## src/rtl/vend_pkg.sv

```systemverilog
package vend_pkg;
  // credit is counted in units of the smallest coin
  localparam int unsigned STEP_CENTS    = 5;
  localparam int unsigned PRICE_STEPS   = 5;
  localparam int unsigned NICKEL_STEPS  = 1;
  localparam int unsigned DIME_STEPS    = 2;
  localparam int unsigned QUARTER_STEPS = 5;
  localparam int unsigned MAX_STEPS     = QUARTER_STEPS;
  localparam int unsigned NUM_ST        = PRICE_STEPS + MAX_STEPS;
  localparam int unsigned STEP_W        = $clog2(MAX_STEPS + 1);

  typedef logic [NUM_ST-1:0] st_vec_t;

  typedef struct packed {
    logic vend;
    logic nickel;
    logic dime;
    logic two_dimes;
  } payout_t;

  // change for an overpay of 'excess' steps: {two_dimes, dime, nickel}
  function automatic logic [2:0] change_of(input int unsigned excess);
    logic [2:0] r;
    r = 3'b000;
    if (excess == 4) r[2] = 1'b1;
    else begin
      r[1] = (excess >= 2);
      r[0] = excess[0];
    end
    return r;
  endfunction

  function automatic int unsigned cents_of(input int unsigned idx);
    return idx * STEP_CENTS;
  endfunction
endpackage

```

## src/rtl/vend_coin_sel.sv

```systemverilog
module vend_coin_sel
  import vend_pkg::*;
(
  input  logic              nickel_i,
  input  logic              dime_i,
  input  logic              quarter_i,
  output logic [STEP_W-1:0] steps_o,
  output logic              multi_o
);
  logic [1:0] n_hot;

  always_comb begin
    n_hot   = 2'(nickel_i) + 2'(dime_i) + 2'(quarter_i);
    multi_o = (n_hot > 2'd1);
    steps_o = '0;
    if (!multi_o) begin
      if (nickel_i)  steps_o = STEP_W'(NICKEL_STEPS);
      if (dime_i)    steps_o = STEP_W'(DIME_STEPS);
      if (quarter_i) steps_o = STEP_W'(QUARTER_STEPS);
    end
  end
endmodule

```

## src/rtl/vend_credit_next.sv

```systemverilog
module vend_credit_next
  import vend_pkg::*;
(
  input  st_vec_t           cur_i,
  input  logic [STEP_W-1:0] steps_i,
  input  logic              multi_i,
  output st_vec_t           nxt_o,
  output logic              terminal_o
);
  always_comb begin
    terminal_o = |cur_i[NUM_ST-1:PRICE_STEPS];
    if (terminal_o) begin
      nxt_o    = '0;
      nxt_o[0] = 1'b1;
    end else if (multi_i || steps_i == '0) begin
      nxt_o = cur_i;
    end else begin
      // a credit index is at most PRICE_STEPS-1, so the shift stays in range
      nxt_o = cur_i << steps_i;
    end
  end
endmodule

```

## src/rtl/vend_change_dec.sv

```systemverilog
module vend_change_dec
  import vend_pkg::*;
(
  input  st_vec_t cur_i,
  output payout_t pay_o
);
  logic [NUM_ST-1:0] hit_n, hit_d, hit_2d;

  for (genvar g = 0; g < NUM_ST; g++) begin : g_st
    if (g >= PRICE_STEPS) begin : g_term
      localparam logic [2:0] CHG = change_of(g - PRICE_STEPS);
      assign hit_2d[g] = cur_i[g] & CHG[2];
      assign hit_d[g]  = cur_i[g] & CHG[1];
      assign hit_n[g]  = cur_i[g] & CHG[0];
    end else begin : g_credit
      assign hit_2d[g] = 1'b0;
      assign hit_d[g]  = 1'b0;
      assign hit_n[g]  = 1'b0;
    end
  end

  assign pay_o.vend      = |cur_i[NUM_ST-1:PRICE_STEPS];
  assign pay_o.nickel    = |hit_n;
  assign pay_o.dime      = |hit_d;
  assign pay_o.two_dimes = |hit_2d;
endmodule

```

## src/rtl/vend_ctrl.sv

```systemverilog
module vend_ctrl
  import vend_pkg::*;
(
  input  logic clk,
  input  logic rst,
  input  logic coin_nickel,
  input  logic coin_dime,
  input  logic coin_quarter,
  output logic vend,
  output logic give_nickel,
  output logic give_dime,
  output logic give_two_dimes
);
  localparam st_vec_t ZERO_CREDIT = st_vec_t'(1);

  st_vec_t           state_q, state_d;
  logic [STEP_W-1:0] coin_steps;
  logic              coin_multi;
  logic              in_terminal;
  payout_t           pay;

  vend_coin_sel u_sel (
    .nickel_i (coin_nickel),
    .dime_i   (coin_dime),
    .quarter_i(coin_quarter),
    .steps_o  (coin_steps),
    .multi_o  (coin_multi)
  );

  vend_credit_next u_next (
    .cur_i     (state_q),
    .steps_i   (coin_steps),
    .multi_i   (coin_multi),
    .nxt_o     (state_d),
    .terminal_o(in_terminal)
  );

  vend_change_dec u_chg (
    .cur_i(state_q),
    .pay_o(pay)
  );

  always_ff @(posedge clk) begin
    if (rst) state_q <= ZERO_CREDIT;
    else     state_q <= state_d;
  end

  assign vend           = pay.vend;
  assign give_nickel    = pay.nickel;
  assign give_dime      = pay.dime;
  assign give_two_dimes = pay.two_dimes;
endmodule

```

## config.mk

```make
export PLATFORM = sky130hd
export DESIGN_NAME = vend_ctrl
export DESIGN_NICKNAME = d
export VERILOG_FILES = /design/src/rtl/vend_pkg.sv /design/src/rtl/vend_coin_sel.sv /design/src/rtl/vend_credit_next.sv /design/src/rtl/vend_change_dec.sv /design/src/rtl/vend_ctrl.sv
export SDC_FILE = /design/constraint.sdc
export NUM_CORES = 1
export LEC_CHECK = 0
export ABC_AREA = 1
export BUFFER_PORTS_ARGS = -buffer_cell sky130_fd_sc_hd__buf_2
export CAP_MARGIN = 30
export CORE_MARGIN = 4
export CORE_UTILIZATION = 52
export CTS_CLUSTER_SIZE = 28
export DETAILED_ROUTE_END_ITERATION = 10
export PLACE_DENSITY = 0.73
export SLEW_MARGIN = 20
export SYNTH_ARGS = -nofsm -noshare
export SYNTH_HDL_FRONTEND = slang
export SYNTH_SLANG_ARGS = --single-unit
```

## constraint.sdc

```tcl
create_clock -name clk -period 2.8 [get_ports clk]
set_input_delay 0.28 -clock clk [delete_from_list [all_inputs] [get_ports clk]]
set_output_delay 0.28 -clock clk [all_outputs]
set_load 0.01 [all_outputs]
```

==> results of run 1 <==
[power by group]
group          switching [W]  internal [W]  total (W)
Clock              0.0000512     0.0000790   0.000130
Combinational      0.0000851     0.0000490   0.000134
Sequential        0.00000931      0.000155   0.000164
Total               0.000146      0.000283   0.000429
[final timing paths]
kind	depth (start not counted)	end	from
min reg2reg	2	state_q[0]$_SDFFE_PP1N_	state_q[0]$_SDFFE_PP1N_
max	9	state_q[9]$_SDFFE_PP0P_	coin_nickel
max reg2reg	5	state_q[1]$_SDFFE_PP0N_	state_q[6]$_SDFFE_PP0N_
min	3	state_q[0]$_SDFFE_PP1N_	rst
[worst min-delay path, cell delays in order]
cell,delay [ns]
buf_2,0.08
nor2_2,0.04
o21ai_0,0.06
[final cells by class]
type                       count  area, um^2  area share, %
inverter                       8       30.03          3.865
clock buffer                   4       36.28          4.670
multi-input combinational     79       452.9          58.29
sequential                    10       200.2          25.76
timing repair buffer           8       40.04          5.153
tap                           14       17.52          2.254
[metrics by stage]
stage / total power [W] / utilization [%]
6_report: 0.0004287 / 65.51
4_1_cts: 0.0004317 / 65.51
5_1_grt: 0.0004569 / 65.51
3_3_place_gp: 0.0002999 / 62.45
2_1_floorplan: 0.0002669 / -
3_5_place_dp: 0.0002999 / 62.45
[kinds of logic after synthesis]
family,Yosys count,synth area share (%)
buf+inv,9,5.946
simple gates,69,54.06
fa+ha+maj,1,1.802
compound gates,9,9.370
flops,10,28.83
[routing by layer]
metal | share of wire [%] | track usage [%] | routed length (um) | vias up
met3 | 8.8 | 7.317 | 138 | 2
li1 | - | - | - | 357
met2 | 48 | 27.51 | 749 | 29
met4 | 0.51 | 6.627 | 8 | 0
met1 | 43 | 23.19 | 675 | 320
met5 | 0 | 0 | 0 | -
[synth_stat cells (2+ instances only)]
master	number	area, um^2
a21oi_1	3	15.01
dfxtp_1	10	200.2
inv_1	5	18.77
inv_2	3	11.26
nand2_1	20	75.07
nand2_4	2	22.52
nand3_1	28	140.1
nand3_2	3	30.03
nor2_1	7	26.28
nor2_2	4	25.02
o21ai_0	2	10.01
[cells in the final DEF, fill, tap and decap left out]
master,n
a21o_1,1
ha_1,1
a21oi_2,1
nand2_1,20
inv_2,3
o21ai_0,2
dfxtp_1,10
clkbuf_4,3
nand4_1,1
nand2_4,2
a21oi_1,3
clkbuf_8,1
nor2_1,7
or2_1,1
nand2_2,1
nor2_2,4
nand3_1,28
buf_2,8
a21oi_4,1
inv_1,5
a211oi_1,1
nand3_2,3
nand3b_4,1
nand3_4,1
==> metrics.md, run 1 <==
| Metric | Value |
|---|---|
| Die X | `44.55 um` |
| Clock sink count | `10` |
| Post-synthesis register bit count | `10` |
| Largest net degree at the start of global routing | `12` |
| Max-cap violations | `0` |
| Fin nets | `116` |
| Vias | `708` |
| # diodes | `0` |
| GRT overflow | `0` |
| Layout cells sized above 1 | `26.61%` |
| Area grow syn2layout | `11.89%` |
| Reg with most FFs | `state_q` |
| Worst Hold Class | `input pin to flip-flop` |
| CP bufs+invs | `1` |
| Placed cell areas | `740.7 um^2` |
| R2R setup slack | `1.49 ns` |
| Max FFs per register | `10` |
| Routed WL | `1571 um` |
| RSZ-0062 raised after global routing | `no` |
| Fin. Hold Viols | `0` |
| RePlAce Congestion | `0.9040` |
| Hold slack | `0.2331 ns` |
| Netlist Area Pre-Place | `694.4 um^2` |
| Seq/Total Area, Yosys | `28.83%` |
| Total track usage | `between 10% and 20%` |
| Startpoint types | `input pin` |
| Critical path's most frequent cell | `nor2_1` |
| Chip height | `44.55 um` |
| Post-CTS setup buffers | `0` |
| Placed Cells | `approximately 120` |
| LEAKAGE | `0.3575 nW` |
| Initial antenna violation count | `0` |
| Fin worst setup slack | `1.207 ns` |
| Final setup TNS | `0 ns` |
| DRT iter0 DRCs | `40` |
| First drt pass iteration count | `4` |
| Worst EP arrival | `1.75 ns` |
| Post-synthesis net count | `104` |
| DRC Markers | `0` |
| Crit Path Class | `input pin to flip-flop` |
| Peak fanout along the critical path | `11` |
| Via-to-Cell Ratio | `5.756` |
| Primary FF master, synth | `dfxtp_1` |
| Number of top-level pins | `9` |
| Mapped Cells | `98` |
| Full die area | `1984 um^2` |
| Core ar. | `1186 um^2` |
| Fmax | `approximately 630 MHz` |
| Antenna Nets Post-Route | `0` |
| Dpl ws | `0.9637 ns` |
| Post-synthesis average cell area | `~7 um^2` |
| H-tree levels | `1` |
| Crit path max-delay family | `simple AND/OR/NAND/NOR gates` |
| Tcrit/Tclk final | `a little under three fifths` |
| Clock Path Buffers | `2` |
| Hpwl dp | `1160 um` |
| Slew @ Worst Pin | `0.4535 ns` |
| TritonCTS buffer count | `3` |
| TritonCTS clock tree | `done` |
| Largest regs | `state_q (10)` |
| Clock root buffer | `clkbuf_4` |
| Slowest-stage cell, CP | `nor2_2` |
| FILL cells | `124` |
| Crit-path cells | `buf_2 > ha_1 > a21o_1 > nor2_2 > nor2_1 > nand2_1 > nand2_1 > nor2_1 > nor2_1` |
| EDFF count, synth | `0` |
| Total number of yosys warnings | `0` |
| Hold_buf cts | `0` |
| Reg clk slew, reported paths | `0.07 ns` |
| Status | `complete, no violations` |
| CP endpoint kind | `flip-flop` |
| Buffers on Ports | `8` |
| Clock Latency Late Sink | `approximately 0.27 ns` |
| Clk_skew | `0.008353 ns` |
| Min Tclk post-route | `~1.6 ns` |
| Slew HR | `69.74%` |
| Max IR drop VDD | `0.3554 mV` |
| PD cells | `551.8 nW/um^2` |
| Final non-filler cell total | `123` |
| Fin area | `777.0 um^2` |
| Post-synth ARST share | `0%` |
| WL per Instance | `about 13 um` |
| Slew Limit Fails | `0` |
| Vias in the first global route | `620` |
| Unique masters post-synth | `22` |
| Slowest cell delay on critical path | `0.36 ns` |
| Post_cts resized | `0` |
| First-pass GRT wire length | `2622 um` |
| Setup violations, final | `0` |
| WP data required | `2.96 ns` |
| Initial core utilization | `58.54%` |
| Rows | `12` |
Power figures use the tool's default switching activity.
==> run 2: changes to the inputs <==
CORE_UTILIZATION = 49   (was 52)
PLACE_DENSITY = 0.72   (was 0.73)
clock period = 1.3 ns   (was 2.8 ns; I/O delays follow)
==> run 2 against run 1 <==
  * First-iteration DRC count is 40% lower
  * Critical path depth is 6 lower
  * Core utilization is 1.7 points higher
  * Largest power group unchanged
  * Highest routed layer unchanged
==> metrics.md, run 2 (synthesis gave the netlist of run 1 again) <==
| Metric | Value |
|---|---|
| Status | `complete, no violations` |
| CP Launch Point | `state_q[6]$_SDFFE_PP0N_` |
| Hpwl dp | `1255 um (+8.2%)` |
| Slew @ Worst Pin | `0.2867 ns (-0.1668 ns)` |
| FF-to-FF Start | `state_q[6]$_SDFFE_PP0N_` |
| Worst EP arrival | `1.10 ns (-0.65 ns)` |
| Initial core utilization | `52.71% (-5.8 points)` |
| Clock Path Buffers | `2 (unchanged)` |
| Setup violations, final | `0 (unchanged)` |
| Most common cell after layout, fill and taps aside | `nand3_1` |
| Rows | `13 (+1)` |
| Clock power share | `29.0% (-1.4 points)` |
| LEAKAGE | `0.4139 nW (+16%)` |
| Crit path capture | `vend` |
| Routed WL | `1626 um (+3.5%)` |
| Flop pwr share | `35.9% (-2.5 points)` |
| R2R setup slack | `0.14 ns (-1.35 ns)` |
| Via-to-Cell Ratio | `5.474 (-4.9%)` |
| RSZ-0062 raised after global routing | `no` |
| Total power | `0.0009919 W (+130%)` |
| Sw frac | `33.67% (-0.28 points)` |
| Final setup TNS | `0 ns (unchanged)` |
| Core ar. | `1318 um^2 (+11%)` |
| R2R depth | `5 (unchanged)` |
| Max FFs per register | `10 (unchanged)` |
| DRT iter0 DRCs | `24 (-40%)` |
| R2R Path End | `state_q[1]$_SDFFE_PP0N_` |
| DRC Markers | `0 (unchanged)` |
| Initial antenna violation count | `0 (unchanged)` |
| Full die area | `2083 um^2 (+5.0%)` |
| Reg clk slew, reported paths | `0.07 ns (about the same)` |
| GRT overflow | `0 (unchanged)` |
| Die X | `45.65 um (+2.5%)` |
| TritonCTS buffer count | `3 (unchanged)` |
| RePlAce Congestion | `0.8244 (-8.8%)` |
| Fin. Hold Viols | `0 (unchanged)` |
| Top layer in use | `met4` |
| Hold_buf cts | `0 (unchanged)` |
| Met3 WL post-DR | `114 um (-17%)` |
| WL met1 | `734 um (+8.7%)` |
| Metal2 WL | `762 um (+1.7%)` |
| Clk_skew | `0.001455 ns (-0.006897 ns)` |
| Vias | `739 (+4.4%)` |
| Largest regs | `state_q (10)` |
| Clock root buffer | `clkbuf_4` |
| P_int | `0.0006579 W (+130%)` |
| Clock Latency Late Sink | `0.27 ns (about the same)` |
| Reg with most FFs | `state_q` |
| Slew Limit Fails | `0 (unchanged)` |
| Post-CTS setup buffers | `0 (unchanged)` |
| Number of top-level pins | `9 (unchanged)` |
| Final non-filler cell total | `135 (+9.8%)` |
| Placed Cells | `131 (+10%)` |
| Combinational fraction of design power | `35.1% (+3.8 points)` |
| Worst Hold Class | `input pin to flip-flop` |
| Vias in the first global route | `672 (+8.4%)` |
| Tcrit/Tclk final | `roughly 95%` |
| Clock sink count | `10 (unchanged)` |
| Buffers on Ports | `8 (unchanged)` |
| First-pass GRT wire length | `2704 um (+3.1%)` |
| WP data required | `1.17 ns (-1.79 ns)` |
| Worst hold path cell count | `4 (+1)` |
| TritonCTS clock tree | `done` |
| CP endpoint kind | `output port` |
| Largest net degree at the start of global routing | `12 (unchanged)` |
| Peak fanout along the critical path | `3 (-8)` |
| Crit Path Class | `flip-flop to output port` |
| H-tree levels | `1 (unchanged)` |
| Antenna Nets Post-Route | `0 (unchanged)` |
| Max IR drop VDD | `0.5853 mV (+65%)` |
| Dpl ws | `-0.1566 ns (-1.120 ns)` |
| Max-cap violations | `0 (unchanged)` |
| # diodes | `0 (unchanged)` |
| PD cells | `1120 nW/um^2 (+100%)` |
| Chip height | `45.65 um (+2.5%)` |
| Slew HR | `80.84% (+11 points)` |
| Fin worst setup slack | `0.06647 ns (-1.141 ns)` |
| Fin nets | `127 (+9.5%)` |
| Startpoint types | `flip-flop` |
| Total track usage | `18.37% (+0.11 points)` |
| Most frequent cells in the layout | `28 x nand3_1, 18 x nand2_1, 11 x buf_4, 9 x dfxtp_1` |
| Area grow syn2layout | `27.57%` |
| WL per Instance | `12.04 um (-5.7%)` |
| Fmax | `approximately 810 MHz` |
| Min Tclk post-route | `around 1.2 ns` |
| P_sw | `0.0003340 W (+130%)` |
| First drt pass iteration count | `4 (unchanged)` |
| Layout cells sized above 1 | `37.50% (+11 points)` |
run 2: cell count changes in the layout (fill, tap and decap cells not counted):
cell	delta
dfxtp_2	+1
nand2_1	-2
buf_4	+11
buf_2	-1
nand2_2	+2
buf_6	+1
dfxtp_1	-1
inv_1	-1
ha_1	-1
ha_4	+1
inv_2	+1
run 2: power groups by stage:
stage	Clock [W]	Sequential, W	Combinational (W)
2_1_floorplan	0	0.000357	0.000224
3_3_place_gp	0	0.000361	0.000326
3_5_place_dp	0	0.000362	0.000331
4_1_cts	0.000292	0.000355	0.000333
5_1_grt	0.000310	0.000357	0.000383
6_report	0.000287	0.000356	0.000349
run 2: timing repair:
item	CTS	global route
gates resized for setup	0	3
hold endpoints to repair	0	0
endpoints found under the setup margin	0	2
run 2: how the worst min path moves through the flow:
stage,from,endpoint
global placement,rst,state_q[0]$_SDFFE_PP1N_
finish,rst,state_q[0]$_SDFFE_PP1N_
detailed placement,rst,state_q[0]$_SDFFE_PP1N_
CTS,rst,state_q[0]$_SDFFE_PP1N_
floorplan,rst,state_q[0]$_SDFFE_PP1N_
global route,rst,state_q[0]$_SDFFE_PP1N_
run 2: cell type report:
class                   instances  area [um^2]
multi-input cells              79        470.5
fillers                       107        431.7
flip-flops and latches         10        201.4
repair buffers                 19        128.9
clock buffers                   4        36.28
inverters                       8        30.03
well taps                      15        18.77
run 2: per-layer routing:
| metal | global-route usage (%) | vias to the layer above |
|---|---|---|
| li1 | - | 379 |
| met5 | 0 | - |
| met2 | 29.25 | 26 |
| met4 | 7.018 | 0 |
| met1 | 22.70 | 330 |
| met3 | 5.929 | 4 |
run 2: stage by stage:
| step | area (um^2) | util (%) | hold WS (ns) |
|---|---|---|---|
| 2_1_floorplan | 711.9 | - | 0.2400 |
| 3_3_place_gp | 842.1 | 63.91 | 0.4641 |
| 3_5_place_dp | 842.1 | 63.91 | 0.4732 |
| 4_1_cts | 878.3 | 66.67 | 0.1906 |
| 5_1_grt | 885.9 | 67.24 | 0.2042 |
| 6_report | 885.9 | 67.24 | 0.1953 |
run 2: critical path, stage by stage, from the launching register on:
cell and delay (ns):
dfxtp_2 0.33, or2_1 0.21, nand3b_4 0.17, buf_6 0.13
==> run 3: changes to the inputs <==
CORE_ASPECT_RATIO = 1.25   (was unset)
CORE_UTILIZATION = 51   (was 49)
PLACE_DENSITY = 0.73   (was 0.72)
SLEW_MARGIN = unset   (was 20)
SYNTH_HIERARCHICAL = 1   (was unset)
==> run 3 against run 2 <==
  * The run now ends with setup timing left
  * Via count increased by 40%
  * Worst setup slack worse by 0.19 ns
  * Worst hold slack got worse by 0.048 ns
==> metrics.md, run 3 <==
| Metric | Value |
|---|---|
| First drt pass iteration count | `6 (+2)` |
| Vias in the first global route | `964 (+43%)` |
| Vias | `1034 (+40%)` |
| Mapped Cells | `150 (+53%)` |
| Most frequent cells in the layout | `36 x nand2_1, 23 x inv_1, 23 x nand3_1, 17 x nor2_1, 10 x dfxtp_1` |
| GRT met1 Usage | `22.78% (+0.087 points)` |
| Initial core utilization | `53.96% (+1.2 points)` |
| Antenna Nets Post-Route | `0 (unchanged)` |
| First-pass GRT wire length | `3939 um (+46%)` |
| Synth area leader | `dfxtp_1` |
| Crit Path Class | `input pin to flip-flop` |
| Routed WL | `2418 um (+49%)` |
| Buffers on Ports | `8 (unchanged)` |
| Unique masters post-synth | `19 (-14%)` |
| Netlist Area Pre-Place | `853.3 um^2 (+23%)` |
| Chip height | `53.74 um (+18%)` |
| Hold slack | `0.1474 ns (-0.04782 ns)` |
| EDFF count, synth | `0 (unchanged)` |
| Min Tclk post-route | `1.420 ns (+0.1862 ns)` |
| Post-synth ARST share | `0% (unchanged)` |
| Post-synthesis register bit count | `10 (unchanged)` |
| Most common cell after layout, fill and taps aside | `nand2_1` |
| Fin nets | `179 (+41%)` |
| LEAKAGE | `0.5527 nW (+34%)` |
| Mux cell area share after synthesis | `0% (unchanged)` |
| FF+latch area | `200.2 um^2 (-0.62%)` |
| Fin. Hold Viols | `0 (unchanged)` |
| Synth top area cells | `dfxtp_1 23%, nand2_1 18%, nand3_1 16%, inv_1 11%, nor2_1 9.2%` |
| Worst EP arrival | `1.63 ns (+0.53 ns)` |
| R2R depth | `8 (+3)` |
| Hold_sp | `rst` |
| Core ar. | `1582 um^2 (+20%)` |
| WHS Endpoint | `state_q[6]$_SDFF_PP0_` |
| Final setup TNS | `-0.7093 ns (-0.7093 ns)` |
| FILL cells | `135 (+26%)` |
| Number of top-level pins | `9 (unchanged)` |
| Post-synthesis net count | `156 (+50%)` |
| Dpl ws | `-0.4113 ns (-0.2547 ns)` |
| WL per Instance | `12.73 um (+5.7%)` |
| Synth Area in XOR/XNOR | `0% (unchanged)` |
| Met3 GRT Util | `5.017% (-0.91 points)` |
| CP endpoint kind | `flip-flop` |
| Peak fanout along the critical path | `5 (+2)` |
| Setup violations, final | `9 (+9)` |
| Largest regs | `state_q (10)` |
| Via-to-Cell Ratio | `5.442 (-0.58%)` |
| Total number of yosys warnings | `6 (+6)` |
| Post-Synth Simple-Gate Area | `51.61% (-2.4 points)` |
| Placed Cells | `180 (+37%)` |
| RePlAce Congestion | `0.9052 (+9.8%)` |
| DRC Markers | `0 (unchanged)` |
| Post-synthesis average cell area | `5.689 um^2 (-20%)` |
| Clk_skew | `0.006344 ns (+0.004888 ns)` |
| Slew HR | `80.25% (-0.60 points)` |
| TritonCTS clock tree | `done` |
| Clock Latency Late Sink | `0.27 ns (about the same)` |
| TritonCTS buffer count | `3 (unchanged)` |
| Full die area | `2396 um^2 (+15%)` |
| Top cell type's share of synthesized area | `23.46% (-5.4 points)` |
| Most used routing layer | `met2` |
| Multi-input gate area in the final layout | `626.9 um^2 (+33%)` |
| Largest family of logic cells by synthesized area | `simple AND/OR/NAND/NOR gates` |
| WP data required | `1.51 ns (+0.34 ns)` |
| Die X | `44.59 um (-2.3%)` |
| Slew @ Worst Pin | `0.2932 ns (+0.006499 ns)` |
| Reg clk slew, reported paths | `0.07 ns (about the same)` |
| R2R Path End | `state_q[7]$_SDFF_PP0_` |
| Status | `finished, violations left` |
| Initial antenna violation count | `0 (unchanged)` |
| Adder-cell share of the synthesized area | `1.466% (-0.34 points)` |
| Count leader, synth | `nand2_1` |
| Clock sink count | `10 (unchanged)` |
| Fmax | `704.3 MHz (-13%)` |
| Area grow syn2layout | `34.90%` |
| Layout cells sized above 1 | `30.81% (-6.7 points)` |
| Hpwl dp | `1523 um (+21%)` |
| GRT overflow | `0 (unchanged)` |
| Startpoint types | `input pin` |
| FF-to-FF Start | `state_q[7]$_SDFF_PP0_` |
| Seq/Total Area, Yosys | `23.46% (-5.4 points)` |
| Fin worst setup slack | `-0.1198 ns (-0.1862 ns)` |
| Primary FF master, synth | `dfxtp_1` |
| Slew Limit Fails | `0 (unchanged)` |
| Worst Hold Class | `input pin to flip-flop` |
| PD cells | `903.0 nW/um^2 (-19%)` |
| H-tree levels | `1 (unchanged)` |
| Largest net degree at the start of global routing | `11 (-1)` |
| Total track usage | `22.04% (+3.7 points)` |
| Max-cap violations | `0 (unchanged)` |
| Max IR drop VDD | `0.7219 mV (+23%)` |
| GR met2 Demand/Resource | `41.63% (+12 points)` |
| Clock Path Buffers | `2 (unchanged)` |
| Rows | `16 (+3)` |
| # diodes | `0 (unchanged)` |
| Tcrit/Tclk final | `109.2% (+14 points)` |
| Failing checks | `setup timing` |
| DRT iter0 DRCs | `60 (+150%)` |
| R2R setup slack | `-0.01 ns (-0.15 ns)` |
| Max FFs per register | `10 (unchanged)` |
| Reg with most FFs | `state_q` |
| Final non-filler cell total | `190 (+41%)` |
| RSZ-0062 raised after global routing | `yes` |
| Complex-gate fraction of the synthesized area | `7.185% (-2.2 points)` |
| Final Util | `72.78% (+5.5 points)` |
| Clock root buffer | `clkbuf_4` |
| Synth cell count leaders | `40 x nand2_1, 28 x nand3_1, 25 x inv_1, 21 x nor2_1, 10 x dfxtp_1` |
| Worst hold path cell count | `2 (-2)` |
-- run 3: cell types whose count changed after synthesis, moves of 2 or more --
cell / previous run / this run
a21oi_1: 3 / 7
buf_6: 1 / 3
inv_1: 5 / 25
inv_2: 3 / 1
nand2_1: 20 / 40
nand2_2: 1 / 3
nand2_4: 2 / 0
nand3_2: 3 / 0
nor2_1: 7 / 21
nor2_2: 4 / 1
-- run 3: cell type report --
type | count | share of cell area [%]
tap | 18 | 1.957
sequential | 10 | 17.39
timing repair buffer | 21 | 14.35
multi-input combinational | 111 | 54.46
clock buffer | 4 | 3.152
inverter | 26 | 8.696
-- run 3: stage by stage --
step,instance area [um^2],total power (W)
detailed placement,974.7,0.0006763
global placement,974.7,0.0006708
global route,1151,0.001108
finish,1151,0.001039
floorplan,893.4,0.0005911
CTS,1107,0.001002
-- run 3: metal layers --
metal	vias up	routed length, um
li1	511	-
met1	469	918
met2	42	1267
met3	12	151
met4	0	80
met5	-	0
-- run 3: power by group --
group	total, W	internal (W)	switching [W]
Clock	0.000274	0.000170	0.000104
Sequential	0.000345	0.000325	0.0000203
Combinational	0.000420	0.000165	0.000255
-- run 3: kinds of logic (layout without fill, tap and decap cells) --
| family | Yosys count | in the layout |
|---|---|---|
| AND/OR/NAND/NOR | 98 | 99 |
| buffers and inverters | 30 | 51 |
| AO/OA/AOI/OAI | 11 | 11 |
| flip-flops | 10 | 10 |
| adder cells (fa/ha/maj) | 1 | 1 |
-- run 3: what timing repair did --
| item | in CTS | in global routing |
|---|---|---|
| cloned | 1 | 1 |
| resized for setup | 19 | 8 |
| pin swaps | 12 | 2 |
| setup buffers | 3 | 1 |
| hold buffers | 0 | 0 |
| setup endpoints to repair | 10 | 10 |
-- run 3: worst max-delay path by stage --
| stage | start | endpoint | slack [ns] | cells past startpoint |
|---|---|---|---|---|
| 6_report | coin_quarter | state_q[7]$_SDFF_PP0_ | -0.12 | 15 |
| 5_1_grt | coin_quarter | state_q[9]$_SDFF_PP0_ | -0.22 | 13 |
| 4_1_cts | coin_quarter | state_q[8]$_SDFF_PP0_ | -0.05 | 14 |
| 3_5_place_dp | coin_nickel | state_q[8]$_SDFF_PP0_ | -0.41 | 13 |
| 3_3_place_gp | coin_nickel | state_q[6]$_SDFF_PP0_ | -0.37 | 13 |
| 2_1_floorplan | coin_nickel | state_q[8]$_SDFF_PP0_ | -0.17 | 12 |
-- run 3: worst max-delay path: stages --
cell     delay (ns)
buf_6          0.10
ha_4           0.23
nand2_4        0.06
nand2_4        0.07
a21oi_4        0.23
buf_4          0.15
buf_4          0.12
nand2_2        0.05
o21ai_1        0.09
nor2_1         0.05
nor2_1         0.10
nand2_1        0.06
nand2_1        0.07
inv_1          0.04
nor2_1         0.07
